### config.mk
export PLATFORM = sky130hd
export DESIGN_NAME = supply_reset_ctrl
export DESIGN_NICKNAME = d
export VERILOG_FILES = /design/src/rtl/supply_reset_pkg.sv /design/src/rtl/sr_sync.sv /design/src/rtl/sr_release_timer.sv /design/src/rtl/sr_watchdog.sv /design/src/rtl/supply_reset_ctrl.sv
export SDC_FILE = /design/constraint.sdc
export NUM_CORES = 1
export LEC_CHECK = 0
export BUFFER_PORTS_ARGS = -buffer_cell sky130_fd_sc_hd__buf_2
export CORE_MARGIN = 2
export CORE_UTILIZATION = 25
export DETAILED_ROUTE_END_ITERATION = 8
export SYNTH_ARGS = -nofsm -noshare
export SYNTH_HDL_FRONTEND = slang
export SYNTH_HIERARCHICAL = 1
export SYNTH_SLANG_ARGS = --single-unit
export TNS_END_PERCENT = 1
### constraint.sdc
create_clock -name clk -period 1.7 [get_ports clk]
set_input_delay 0.17 -clock clk [delete_from_list [all_inputs] [get_ports clk]]
set_output_delay 0.17 -clock clk [all_outputs]
set_load 0.05 [all_outputs]
### src/rtl/supply_reset_pkg.sv
package supply_reset_pkg;

    typedef enum logic [1:0] {
        ST_HOLD    = 2'd0,
        ST_RELEASE = 2'd1,
        ST_RUN     = 2'd2
    } sup_state_e;

endpackage

### src/rtl/sr_sync.sv
module sr_sync #(
    parameter int              WIDTH   = 1,
    parameter int              STAGES  = 2,
    parameter logic [WIDTH-1:0] RST_VAL = '0
) (
    input  logic             clk,
    input  logic             rst_n,
    input  logic [WIDTH-1:0] d,
    output logic [WIDTH-1:0] q
);
    logic [WIDTH-1:0] stg [STAGES];

    for (genvar s = 0; s < STAGES; s++) begin : g_stage
        if (s == 0) begin : g_first
            always_ff @(posedge clk or negedge rst_n) begin
                if (!rst_n) stg[s] <= RST_VAL;
                else        stg[s] <= d;
            end
        end else begin : g_next
            always_ff @(posedge clk or negedge rst_n) begin
                if (!rst_n) stg[s] <= RST_VAL;
                else        stg[s] <= stg[s-1];
            end
        end
    end

    assign q = stg[STAGES-1];
endmodule

### src/rtl/sr_release_timer.sv
module sr_release_timer #(
    parameter int CYCLES = 25_000_000
) (
    input  logic clk,
    input  logic rst_n,
    input  logic run,
    output logic done
);
    localparam int CW = $clog2(CYCLES + 1);
    localparam logic [CW-1:0] LAST = CW'(CYCLES - 1);

    logic [CW-1:0] cnt_q;

    always_ff @(posedge clk or negedge rst_n) begin
        if (!rst_n)     cnt_q <= '0;
        else if (!run)  cnt_q <= '0;
        else if (!done) cnt_q <= cnt_q + 1'b1;
    end

    assign done = run && (cnt_q == LAST);
endmodule

### src/rtl/sr_watchdog.sv
module sr_watchdog #(
    parameter int CYCLES = 200_000_000,
    localparam int CW    = $clog2(CYCLES + 1)
) (
    input  logic          clk,
    input  logic          rst_n,
    input  logic          kick_lvl,
    input  logic          hold,
    output logic          expire,
    output logic [CW-1:0] count
);
    localparam logic [CW-1:0] LAST = CW'(CYCLES - 1);

    logic prev_q;
    logic kick;

    always_ff @(posedge clk or negedge rst_n) begin
        if (!rst_n) prev_q <= 1'b0;
        else        prev_q <= kick_lvl;
    end

    assign kick   = kick_lvl ^ prev_q;
    assign expire = !hold && !kick && (count == LAST);

    always_ff @(posedge clk or negedge rst_n) begin
        if (!rst_n)                        count <= '0;
        else if (hold || kick || expire)   count <= '0;
        else                               count <= count + 1'b1;
    end
endmodule

### src/rtl/supply_reset_ctrl.sv
module supply_reset_ctrl
    import supply_reset_pkg::*;
#(
    parameter int RELEASE_CYCLES = 25_000_000,
    parameter int WDT_CYCLES     = 200_000_000,
    parameter int SYNC_STAGES    = 2
) (
    input  logic clk,
    input  logic rst_n,
    input  logic supply_ok,
    input  logic wdt_in,
    input  logic rst_n_pin,
    output logic rst_pull_en,
    output logic rst_drive_en
);
    localparam int WCW = $clog2(WDT_CYCLES + 1);

    sup_state_e state_q, state_d;
    logic       reset_active;
    logic       wdt_sync, pin_sync;
    logic [SYNC_STAGES-1:0] drive_hist_q;
    logic       manual_req, supply_fault, wdt_expire;
    logic       level_cause, any_cause, rel_done;
    logic [WCW-1:0] wdt_count;

    // pin idles high, watchdog level idles low
    sr_sync #(
        .WIDTH  (2),
        .STAGES (SYNC_STAGES),
        .RST_VAL(2'b10)
    ) u_sync (
        .clk  (clk),
        .rst_n(rst_n),
        .d    ({rst_n_pin, wdt_in}),
        .q    ({pin_sync, wdt_sync})
    );

    sr_release_timer #(.CYCLES(RELEASE_CYCLES)) u_rel (
        .clk  (clk),
        .rst_n(rst_n),
        .run  (state_q == ST_RELEASE),
        .done (rel_done)
    );

    sr_watchdog #(.CYCLES(WDT_CYCLES)) u_wdt (
        .clk     (clk),
        .rst_n   (rst_n),
        .kick_lvl(wdt_sync),
        .hold    (reset_active),
        .expire  (wdt_expire),
        .count   (wdt_count)
    );

    // history of own drive covers the synchroniser latency
    always_ff @(posedge clk or negedge rst_n) begin
        if (!rst_n) drive_hist_q <= '1;
        else        drive_hist_q <= {drive_hist_q[SYNC_STAGES-2:0], reset_active};
    end

    assign supply_fault = !supply_ok;
    assign manual_req   = !pin_sync && !reset_active && !(|drive_hist_q);
    assign level_cause  = supply_fault || manual_req;
    assign any_cause    = level_cause || wdt_expire;

    always_comb begin
        state_d = state_q;
        unique case (state_q)
            ST_HOLD:    if (!level_cause) state_d = ST_RELEASE;
            ST_RELEASE: begin
                if (any_cause)     state_d = ST_HOLD;
                else if (rel_done) state_d = ST_RUN;
            end
            ST_RUN:     if (any_cause) state_d = ST_HOLD;
            default:    state_d = ST_HOLD;
        endcase
    end

    always_ff @(posedge clk or negedge rst_n) begin
        if (!rst_n) state_q <= ST_HOLD;
        else        state_q <= state_d;
    end

    always_comb begin
        reset_active = (state_q != ST_RUN) || !rst_n;
        rst_pull_en  = reset_active;
        rst_drive_en = reset_active;
    end
endmodule

==> results_dict.tcl, run 1 <==
set metrics [dict create \
    rows 41 \
    rsz0062_at_grt "true" \
    status "completed" \
    overflow 0 \
    ys_ff_latch 62 \
    final_util_pct 33.7 \
    cp_max_fo 4 \
    busiest_layer "met2" \
    holdCritPathClass "in -> async" \
    cts-root-buf "clkbuf_16" \
    cts_buffers 9 \
    whs_ns 0.0537 \
    critPathKind "reg -> reg" \
    syn2layout_area_growth_pct 32.0 \
    slowest_stage "or4_1" \
    num_antenna_cells 0 \
    initial_core_util_pct 25.5 \
    clkSinkCount 62 \
    p_clk_share_pct 54.6 \
    pre_cts_slack_ns -0.0398 \
    wl_per_cell_um 12.4 \
    max_slew_margin_pct 46.6 \
    synthDistinctLibCells 48 \
    nets 395 \
    switching_share_pct 20.0 \
    finalSetupTns_ns 0 \
    internal-power_uw 2800 \
    path_buf_inv 1 \
    drc 0 \
    drtIter0Drc 110 \
    clk_latency_ns 0.33 \
    hpwl_mm 4.64 \
    max_stage_delay_ns 0.41 \
    yosys_warnings 6 \
    use_met2_pct 16.4 \
    layout-drive-gt1-share_pct 28.2 \
    clock.fmax_mhz 592 \
    ys_seq_area_share_pct 48.3 \
    p_leak_uw 0.00173 \
    grt.total_usage_pct 10.3 \
    htreeDepth 3 \
    grt_pass1_wl_mm 11.7 \
    synthCells 326 \
    core_um2 12600 \
    power_frac_comb_pct 2.6 \
    cp-end-kind "flop" \
    powerDensity_nw_per_um2 824 \
    setup_viol 0 \
    met1_usage_pct 13.3 \
    grt_start_max_net_pins 63 \
    tightest_slew_ns 0.801 \
    place.gp.congestion 0.798 \
    maxCapViolCount 0 \
    clockBufferDepth 2 \
    ant_nets 0 \
    power_frac_seq_pct 42.8 \
    total_power_uw 3500 \
    hold_viol_final 0 \
    die_y_um 117 \
    critPathLaunchType "flop" \
    die-area_um2 13800 \
    vias 2649 \
    net-switching-power_uw 700 \
    via_per_inst 4.69 \
    synth_nets 333 \
    crit_family "simple AND/OR/NAND/NOR gates" \
    met3_usage_pct 2.52 \
    setup_slack_ns 0.0101 \
    crit_chain "ha_1 -> and4_1 -> nand4_1 -> buf_4 -> or4_1 -> a21oi_2" \
    period_needed_ns 1.69 \
    routed_wl_mm 6.99 \
    netlist_area_um2 3220 \
    cts_tree "done" \
    first_pass_iters 4 \
    io_buffers 6 \
    die_x_um 117 \
    slew_violations 0 \
    antenna_found_initial 0 \
    arrival_ns 1.95 \
    syn-mean-instance-area_um2 9.88 \
    fin_crit_sh_pct 99.4 \
    io_pins 7 \
    fillers 1314 \
    ir_worst_vdd_mv 0.482 \
    clk_pin_slew_ns 0.05 \
    skew_ns 0.00580 \
    grt_pass1_vias 2517 \
    cp_data_required_time_ns 1.96 \
]
kinds of logic after synthesis:
family / synth area share (%)
AOI/OAI and AO/OA: 10.5
xor gates and xnor gates: 7.07
adders and majority gates: 0.777
buffers and inverters: 3.77
DFF: 48.3
muxes: 1.24
and+or+nand+nor: 28.3
cells in the mapped netlist, drive strengths merged:
cell type	instances	area share, %
nand2b	6	1.2
inv	7	0.82
o21bai	1	0.58
mux2i	4	1.2
or4	7	1.6
a211oi	1	0.23
dfrtp	58	45
dfstp	4	3.3
nor4	5	1.2
nor4b	3	0.82
a31oi	3	0.58
nand4	21	4.5
o21ai	12	1.9
ha	2	0.78
nor3b	2	0.47
o21a	3	0.70
nand3b	1	0.23
and3	9	1.8
a311oi	3	0.82
nor2	34	4.0
o31ai	7	1.6
xnor2	9	2.4
or2b	1	0.23
clkbuf	5	0.58
buf	10	2.4
o31a	3	0.82
nand2	22	2.6
o221a	1	0.35
xor2	17	4.6
nand3	15	2.9
or2	2	0.39
o211ai	1	0.23
and4	6	1.6
nor3	8	1.6
and3b	3	0.82
a21oi	17	2.6
nor2b	3	0.58
and2	3	0.62
or3	7	1.4
routing by layer:
metal	vias up	share of wire, %
li1	1308	-
met1	1310	48
met2	23	48
met3	8	2.5
met4	0	1.4
met5	-	0
power by group through the flow:
stage                     combinational, µW  sequential (µW)  clock [µW]
after CTS                              87.6             1500        1960
after global placement                 81.8             1520           0
after global routing                    104             1500        2020
after detailed placement               84.0             1530           0
final                                  90.2             1500        1910
after floorplan                        35.6             1520           0
registers in the layout, summed over array words and instances (netlist names):
name          flops
u_rel/cnt_q      25
u_sync/q          2
state_q           2
u_wdt/count      28
u_sync/stg        2
u_wdt/prev_q      1
drive_hist_q      2
final cells by class:
| type | count | area (µm²) | share of cell area, % |
|---|---|---|---|
| multi-input combinational | 242 | 1640 | 38.6 |
| sequential | 62 | 1560 | 36.7 |
| timing repair buffer | 66 | 502 | 11.8 |
| clock buffer | 11 | 233 | 5.48 |
| tap | 172 | 215 | 5.06 |
| clock inverter | 5 | 75.1 | 1.77 |
| inverter | 7 | 26.3 | 0.618 |
through the flow:
| step | cells | cell area [µm²] |
|---|---|---|
| 6_report | 565 | 4250 |
| 5_1_grt | 565 | 4250 |
| 4_1_cts | 560 | 4120 |
| 3_5_place_dp | 541 | 3780 |
| 3_3_place_gp | 541 | 3780 |
| 2_1_floorplan | 326 | 3230 |
worst paths after layout:
kind	slack (ns)	start	depth (start not counted)	to
setup reg to reg	0.01	u_rel/cnt_q[1]	6	u_rel/cnt_q[22]
hold reg to reg	0.35	u_sync/stg[2]	0	u_sync/q[0]
hold / removal	0.05	rst_n	2	u_rel/cnt_q[4]
max in group asynchronous	1.10	rst_n	2	u_rel/cnt_q[2]
min in group clk	0.12	supply_ok	2	state_q[0]
setup / recovery	0.01	u_rel/cnt_q[1]	6	u_rel/cnt_q[22]
repair_timing:
action,4_1_cts,5_1_grt
setup buffers,1,5
hold endpoints to repair,2,0
resized for setup,1,23
pin swaps,2,10
hold buffers,2,0
setup endpoints to repair,8,35
cells in the final DEF, fill, tap and decap left out, types with 6 or more instances in the layout:
cell type and n:
a21oi_1 14, and3_1 8, buf_2 6, buf_4 56
clkbuf_16 9, dfrtp_1 57, inv_1 7, nand2_1 22
nand3_1 11, nand4_1 19, nor2_1 34, o21ai_0 8
o31ai_1 7, or3_1 7, or4_1 6, xnor2_1 9
xor2_1 17
No activity file was read; power rests on OpenSTA's default activity.
==> inputs of run 2 (changes only) <==
==> constraint.sdc (replaced) <==
create_clock -name clk -period 1.8 [get_ports clk]
set_input_delay 0.18 -clock clk [delete_from_list [all_inputs] [get_ports clk]]
set_output_delay 0.18 -clock clk [all_outputs]
set_load 0.05 [all_outputs]
==> run 2 against run 1 <==
Effect of this change: sequential power is 5% lower; fmax is 4.4% lower; combinational power is 14% lower; critical path depth stayed put; clock power is 15% lower; sequential share of layout area is 2.5 points higher; worst setup slack better by 0.021 ns; count of clock-buffer cells in the layout is 2 higher; largest cell class unchanged.
==> results_dict.tcl, run 2 (synthesis results as in run 1) <==
set metrics [dict create \
    busiest_layer "met2" \
    cts-root-buf "clkbuf_16" \
    switching_share_pct 20.5 \
    max_stage_delay_ns 0.36 \
    timing.rr.start "u_rel/cnt_q[1]" \
    met1_usage_pct 13.2 \
    net-switching-power_uw 636 \
    die_x_um 117 \
    skew_ns 0.00408 \
    fin_crit_sh_pct 98.3 \
    clk_latency_ns 0.32 \
    antenna_found_initial 0 \
    clk_pin_slew_ns 0.05 \
    initial_core_util_pct 25.5 \
    ir_worst_vdd_mv 0.404 \
    die_y_um 117 \
    cp_max_fo 6 \
    grt_pass1_wl_mm 11.5 \
    p_leak_uw 0.00155 \
    setup_viol 0 \
    arrival_ns 2.01 \
    routed_wl_mm 6.72 \
    die-area_um2 13800 \
    multi_input_area_um2 1600 \
    largest_register "u_wdt/count" \
    drtIter0Drc 108 \
    worstReg2RegEnd "u_rel/cnt_q[18]" \
    via_per_inst 4.74 \
    rsz0062_at_grt "true" \
    final_util_pct 31.5 \
    holdCritPathClass "in -> async" \
    critPathKind "reg -> reg" \
    crit_chain "ha_2 -> and4_4 -> nand4_1 -> buf_6 -> or3_1 -> a21oi_1" \
    slew_violations 0 \
    worst-r2r-setup-slack_ns 0.03 \
    io_buffers 6 \
    max_slew_margin_pct 47.6 \
    setup_slack_ns 0.0314 \
    worstRegToRegCells 6 \
    grt_start_max_net_pins 63 \
    overflow 0 \
    final_common_cell "dfrtp_1" \
    hold_viol_final 0 \
    vias 2555 \
    place.gp.congestion 0.801 \
    slowest_stage "dfrtp_1" \
    io_pins 7 \
    grt.total_usage_pct 10.1 \
    core_um2 12600 \
    clock.fmax_mhz 565 \
    internal-power_uw 2480 \
    layout-drive-gt1-share_pct 21.8 \
    first_pass_iters 5 \
    drc 0 \
    critPathLaunchType "flop" \
    cp_data_required_time_ns 2.04 \
    wl_per_cell_um 12.5 \
    htreeDepth 3 \
    cp-end-kind "flop" \
    syn2layout_area_growth_pct 23.6 \
    fillers 1331 \
    p_clk_share_pct 51.9 \
    grt_pass1_vias 2459 \
    status "completed" \
    clkSinkCount 62 \
    power_frac_comb_pct 2.5 \
    use_met2_pct 16.3 \
    rows 41 \
    met3_usage_pct 2.66 \
    nets 369 \
    cts_tree "done" \
    reg_top3 "u_wdt/count (28), u_rel/cnt_q (25)" \
    hpwl_mm 4.45 \
    cts_buffers 9 \
    final_cell_mix "dfrtp_1, nor2_1, buf_4, nand2_1, nand4_1" \
    powerDensity_nw_per_um2 782 \
    regArea_um2 1560 \
    largest_reg_flops 28 \
    ant_nets 0 \
    power_frac_seq_pct 45.6 \
    period_needed_ns 1.77 \
    pre_cts_slack_ns -0.0182 \
    num_antenna_cells 0 \
    clockBufferDepth 2 \
    tightest_slew_ns 0.785 \
    maxCapViolCount 0 \
]
-- run 2: changes by cell type in the layout (fill, tap and decap cells not counted), moves of 2 or more --
cell / previous run / this run
a21oi_1: 14 / 16
a21oi_2: 3 / 1
buf_4: 56 / 30
bufinv_16: 2 / 0
clkbuf_8: 0 / 3
ha_1: 2 / 0
ha_2: 0 / 2
nand3_1: 11 / 13
o21ai_0: 8 / 11
o21ai_1: 3 / 1
-- run 2: power by group through the flow --
| stage | clock [µW] | combinational [µW] | sequential (µW) |
|---|---|---|---|
| 3_3_place_gp | 0 | 72.7 | 1440 |
| 6_report | 1620 | 77.4 | 1420 |
| 4_1_cts | 1660 | 77.2 | 1420 |
| 3_5_place_dp | 0 | 73.8 | 1440 |
| 2_1_floorplan | 0 | 33.6 | 1440 |
| 5_1_grt | 1730 | 90.6 | 1420 |
-- run 2: area by class of cell --
| type | instances | area share (%) |
|---|---|---|
| multi-input cells | 242 | 40.2 |
| inverters | 7 | 0.661 |
| repair buffers | 40 | 7.33 |
| clock inverters | 3 | 0.440 |
| well taps | 172 | 5.41 |
| clock buffers | 13 | 6.79 |
| flip-flops and latches | 62 | 39.1 |
-- run 2: how the worst max path moves through the flow --
stage / startpoint / end / slack (ns)
4_1_cts: u_rel/cnt_q[0] / u_rel/cnt_q[16] / 0.001
5_1_grt: u_rel/cnt_q[1] / u_rel/cnt_q[18] / -0.08
3_5_place_dp: u_rel/cnt_q[0] / u_rel/cnt_q[14] / -0.02
3_3_place_gp: u_wdt/count[0] / state_q[0] / 0.02
6_report: u_rel/cnt_q[1] / u_rel/cnt_q[18] / 0.03
2_1_floorplan: state_q[0] / state_q[0] / 0.05
-- run 2: per-layer routing --
metal,part of all wire (%),up-vias
li1,-,1257
met1,48,1254
met2,47,33
met3,2.5,11
met4,1.7,0
met5,0,-
-- run 2: per-stage QoR --
stage	area [µm²]	total power (µW)	hold WS, ns	setup TNS, ns	instances
2_1_floorplan	3230	1470	-0.116	0	326
3_3_place_gp	3600	1510	0.285	0	518
3_5_place_dp	3600	1520	0.286	-0.0306	518
4_1_cts	3910	3150	0.112	0	536
5_1_grt	3980	3240	0.117	-0.465	539
6_report	3980	3110	0.0840	0	539
-- run 2: what timing repair did --
action | 4_1_cts | 5_1_grt
cloned | 0 | 1
setup buffers | 0 | 2
hold buffers | 2 | 0
pin swaps | 1 | 7
resized for setup | 2 | 12
hold endpoints to repair | 2 | 0
endpoints found under the setup margin | 5 | 29
-- run 2: critical path, delay by kind of cell, from the launching register on --
kind | cells | cell delay, ns
AOI/OAI and AO/OA | 1 | 0.13
adders and majority gates | 1 | 0.20
buffers and inverters | 1 | 0.21
DFF | 1 | 0.36
and+or+nand+nor | 3 | 0.79
==> inputs of run 3 (changes only) <==
--- a/config.mk
+++ b/config.mk
@@ -8,7 +8,9 @@
 export BUFFER_PORTS_ARGS = -buffer_cell sky130_fd_sc_hd__buf_2
 export CORE_MARGIN = 2
 export CORE_UTILIZATION = 25
+export CTS_BUF_LIST = sky130_fd_sc_hd__clkbuf_4 sky130_fd_sc_hd__clkbuf_8
 export DETAILED_ROUTE_END_ITERATION = 8
+export GPL_TIMING_DRIVEN = 0
 export SYNTH_ARGS = -nofsm -noshare
 export SYNTH_HDL_FRONTEND = slang
 export SYNTH_HIERARCHICAL = 1
==> run 3 against run 2 <==
Effect of this change: the run now ends with hold timing, setup timing left; routed wire length up 0.36%; combinational power up 5.6%; power down 17%; hold slack worse by 0.28 ns; global-route usage up 0.64 points; first-iteration DRC count down 12%; critical path depth up 1; largest cell class unchanged; highest routed layer unchanged.
==> results_dict.tcl, run 3 (synthesis results as in run 1) <==
set metrics [dict create \
    first_pass_iters 4 \
    p_leak_uw 0.00146 \
    period_needed_ns 1.83 \
    wl_per_cell_um 12.8 \
    clk_latency_ns 0.34 \
    via_per_inst 4.77 \
    use_met2_pct 17.2 \
    crit_chain "ha_2 -> and4_4 -> nand4_1 -> buf_4 -> buf_6 -> or3_1 -> a21oi_1" \
    worst-r2r-setup-slack_ns -0.03 \
    pre_cts_slack_ns -0.328 \
    met1_usage_pct 13.5 \
    place_area_um2 3480 \
    reg_top3 "u_wdt/count (28), u_rel/cnt_q (25)" \
    max_slew_margin_pct 61.6 \
    die_x_um 117 \
    final_cell_mix "dfrtp_1, nor2_1, nand2_1, nand4_1, xor2_1" \
    cts_tree "done" \
    grt_pass1_wl_mm 12.2 \
    die-area_um2 13800 \
    finalSetupTns_ns -0.0415 \
    antenna_found_initial 0 \
    core_um2 12600 \
    rsz0062_at_grt "true" \
    powerDensity_nw_per_um2 676 \
    place.gp.congestion 0.791 \
    startpoint "u_rel/cnt_q[0]" \
    worstReg2RegEnd "u_rel/cnt_q[14]" \
    die_y_um 117 \
    maxCapViolCount 0 \
    routed_wl_mm 6.74 \
    fin_crit_sh_pct 102 \
    slowest_stage "dfrtp_1" \
    critPathKind "reg -> reg" \
    ant_nets 0 \
    hold_buffers 2 \
    clkSinkCount 62 \
    layout-drive-gt1-share_pct 19.1 \
    cp-end-kind "flop" \
    max_stage_delay_ns 0.40 \
    tightest_slew_ns 0.577 \
    hpwl_mm 4.44 \
    num_antenna_cells 0 \
    grt_pass1_vias 2540 \
    overflow 0 \
    busiest_layer "met2" \
    final_common_cell "dfrtp_1" \
    grt_start_max_net_pins 64 \
    vias 2520 \
    holdCritPathClass "in -> async" \
    largest_register "u_wdt/count" \
    clk_pin_slew_ns 0.08 \
    largest_reg_flops 28 \
    whs_ns -0.197 \
    clockBufferDepth 2 \
    violations "hold timing, setup timing" \
    fillers 1370 \
    skew_ns 0.0103 \
    syn2layout_area_growth_pct 18.4 \
    cp_data_required_time_ns 2.06 \
    worstRegToRegCells 7 \
    ir_worst_vdd_mv 0.413 \
    final_util_pct 30.2 \
    clock.fmax_mhz 546 \
    nets 358 \
    fin_area_um2 3810 \
    crit_end "u_rel/cnt_q[14]" \
    htreeDepth 3 \
    cts_buffers 9 \
    hold_viol_final 58 \
    io_buffers 6 \
    setup_slack_ns -0.0311 \
    setup_viol 3 \
    cts-root-buf "clkbuf_8" \
    slew_violations 0 \
    cp_max_fo 5 \
    rows 41 \
    arrival_ns 2.09 \
    drtIter0Drc 95 \
    initial_core_util_pct 25.5 \
    drc 0 \
    timing.rr.start "u_rel/cnt_q[0]" \
    grt.total_usage_pct 10.8 \
    status "finished, violations left" \
    met3_usage_pct 3.68 \
    io_pins 7 \
    critPathLaunchType "flop" \
]
## run 3: worst min-delay path by stage
stage	depth (start not counted)	to	slack, ns	startpoint
finish	1	u_rel/cnt_q[22]	-0.20	rst_n
global route	1	u_rel/cnt_q[10]	-0.16	rst_n
CTS	1	u_rel/cnt_q[10]	-0.17	rst_n
detailed placement	1	u_sync/stg[2]	0.29	wdt_in
global placement	1	u_sync/stg[3]	0.29	rst_n_pin
floorplan	0	state_q[0]	-0.12	rst_n
## run 3: worst max-delay path: cells and delay by family, from the launching register on
family          cells  cell delay [ns]
simple gates        3             0.71
fa+ha+maj           1             0.20
flops               1             0.40
buf+inv             2             0.31
compound gates      1             0.14
## run 3: per-stage QoR
step,total power [µW],hold slack [ns],cells
CTS,2620,-0.173,528
global placement,1510,0.285,504
detailed placement,1520,0.293,504
floorplan,1470,-0.116,326
finish,2580,-0.197,528
global route,2700,-0.157,528
## run 3: area by class of cell
cell class / instances / area (µm²) / area share, %
Buffer: 14 / 104 / 2.72
Clock buffer: 10 / 138 / 3.61
Clock inverter: 6 / 37.5 / 0.985
Inverter: 7 / 26.3 / 0.689
Multi-Input combinational cell: 242 / 1630 / 42.7
Sequential cell: 62 / 1560 / 40.9
Tap cell: 172 / 215 / 5.64
Timing Repair Buffer: 15 / 106 / 2.79
## run 3: timing repair
| item | CTS | global route |
|---|---|---|
| endpoints found under the setup margin | 24 | 36 |
| setup buffers | 5 | 1 |
| gates cloned | 1 | 0 |
| endpoints found under the hold margin | 60 | 58 |
| pin swaps | 9 | 10 |
| resized for setup | 11 | 15 |
## run 3: where the power goes
part           internal, µW  switching [µW]  leakage, µW
Clock                   528             551    0.0000841
Sequential             1410            8.27     0.000839
Combinational          29.5            52.2     0.000534
Total                  1960             611      0.00146
## run 3: metal layers
layer,vias up,share of wire (%)
li1,1237,-
met1,1251,47
met2,26,49
met3,6,2.8
met4,0,1.1
met5,-,0
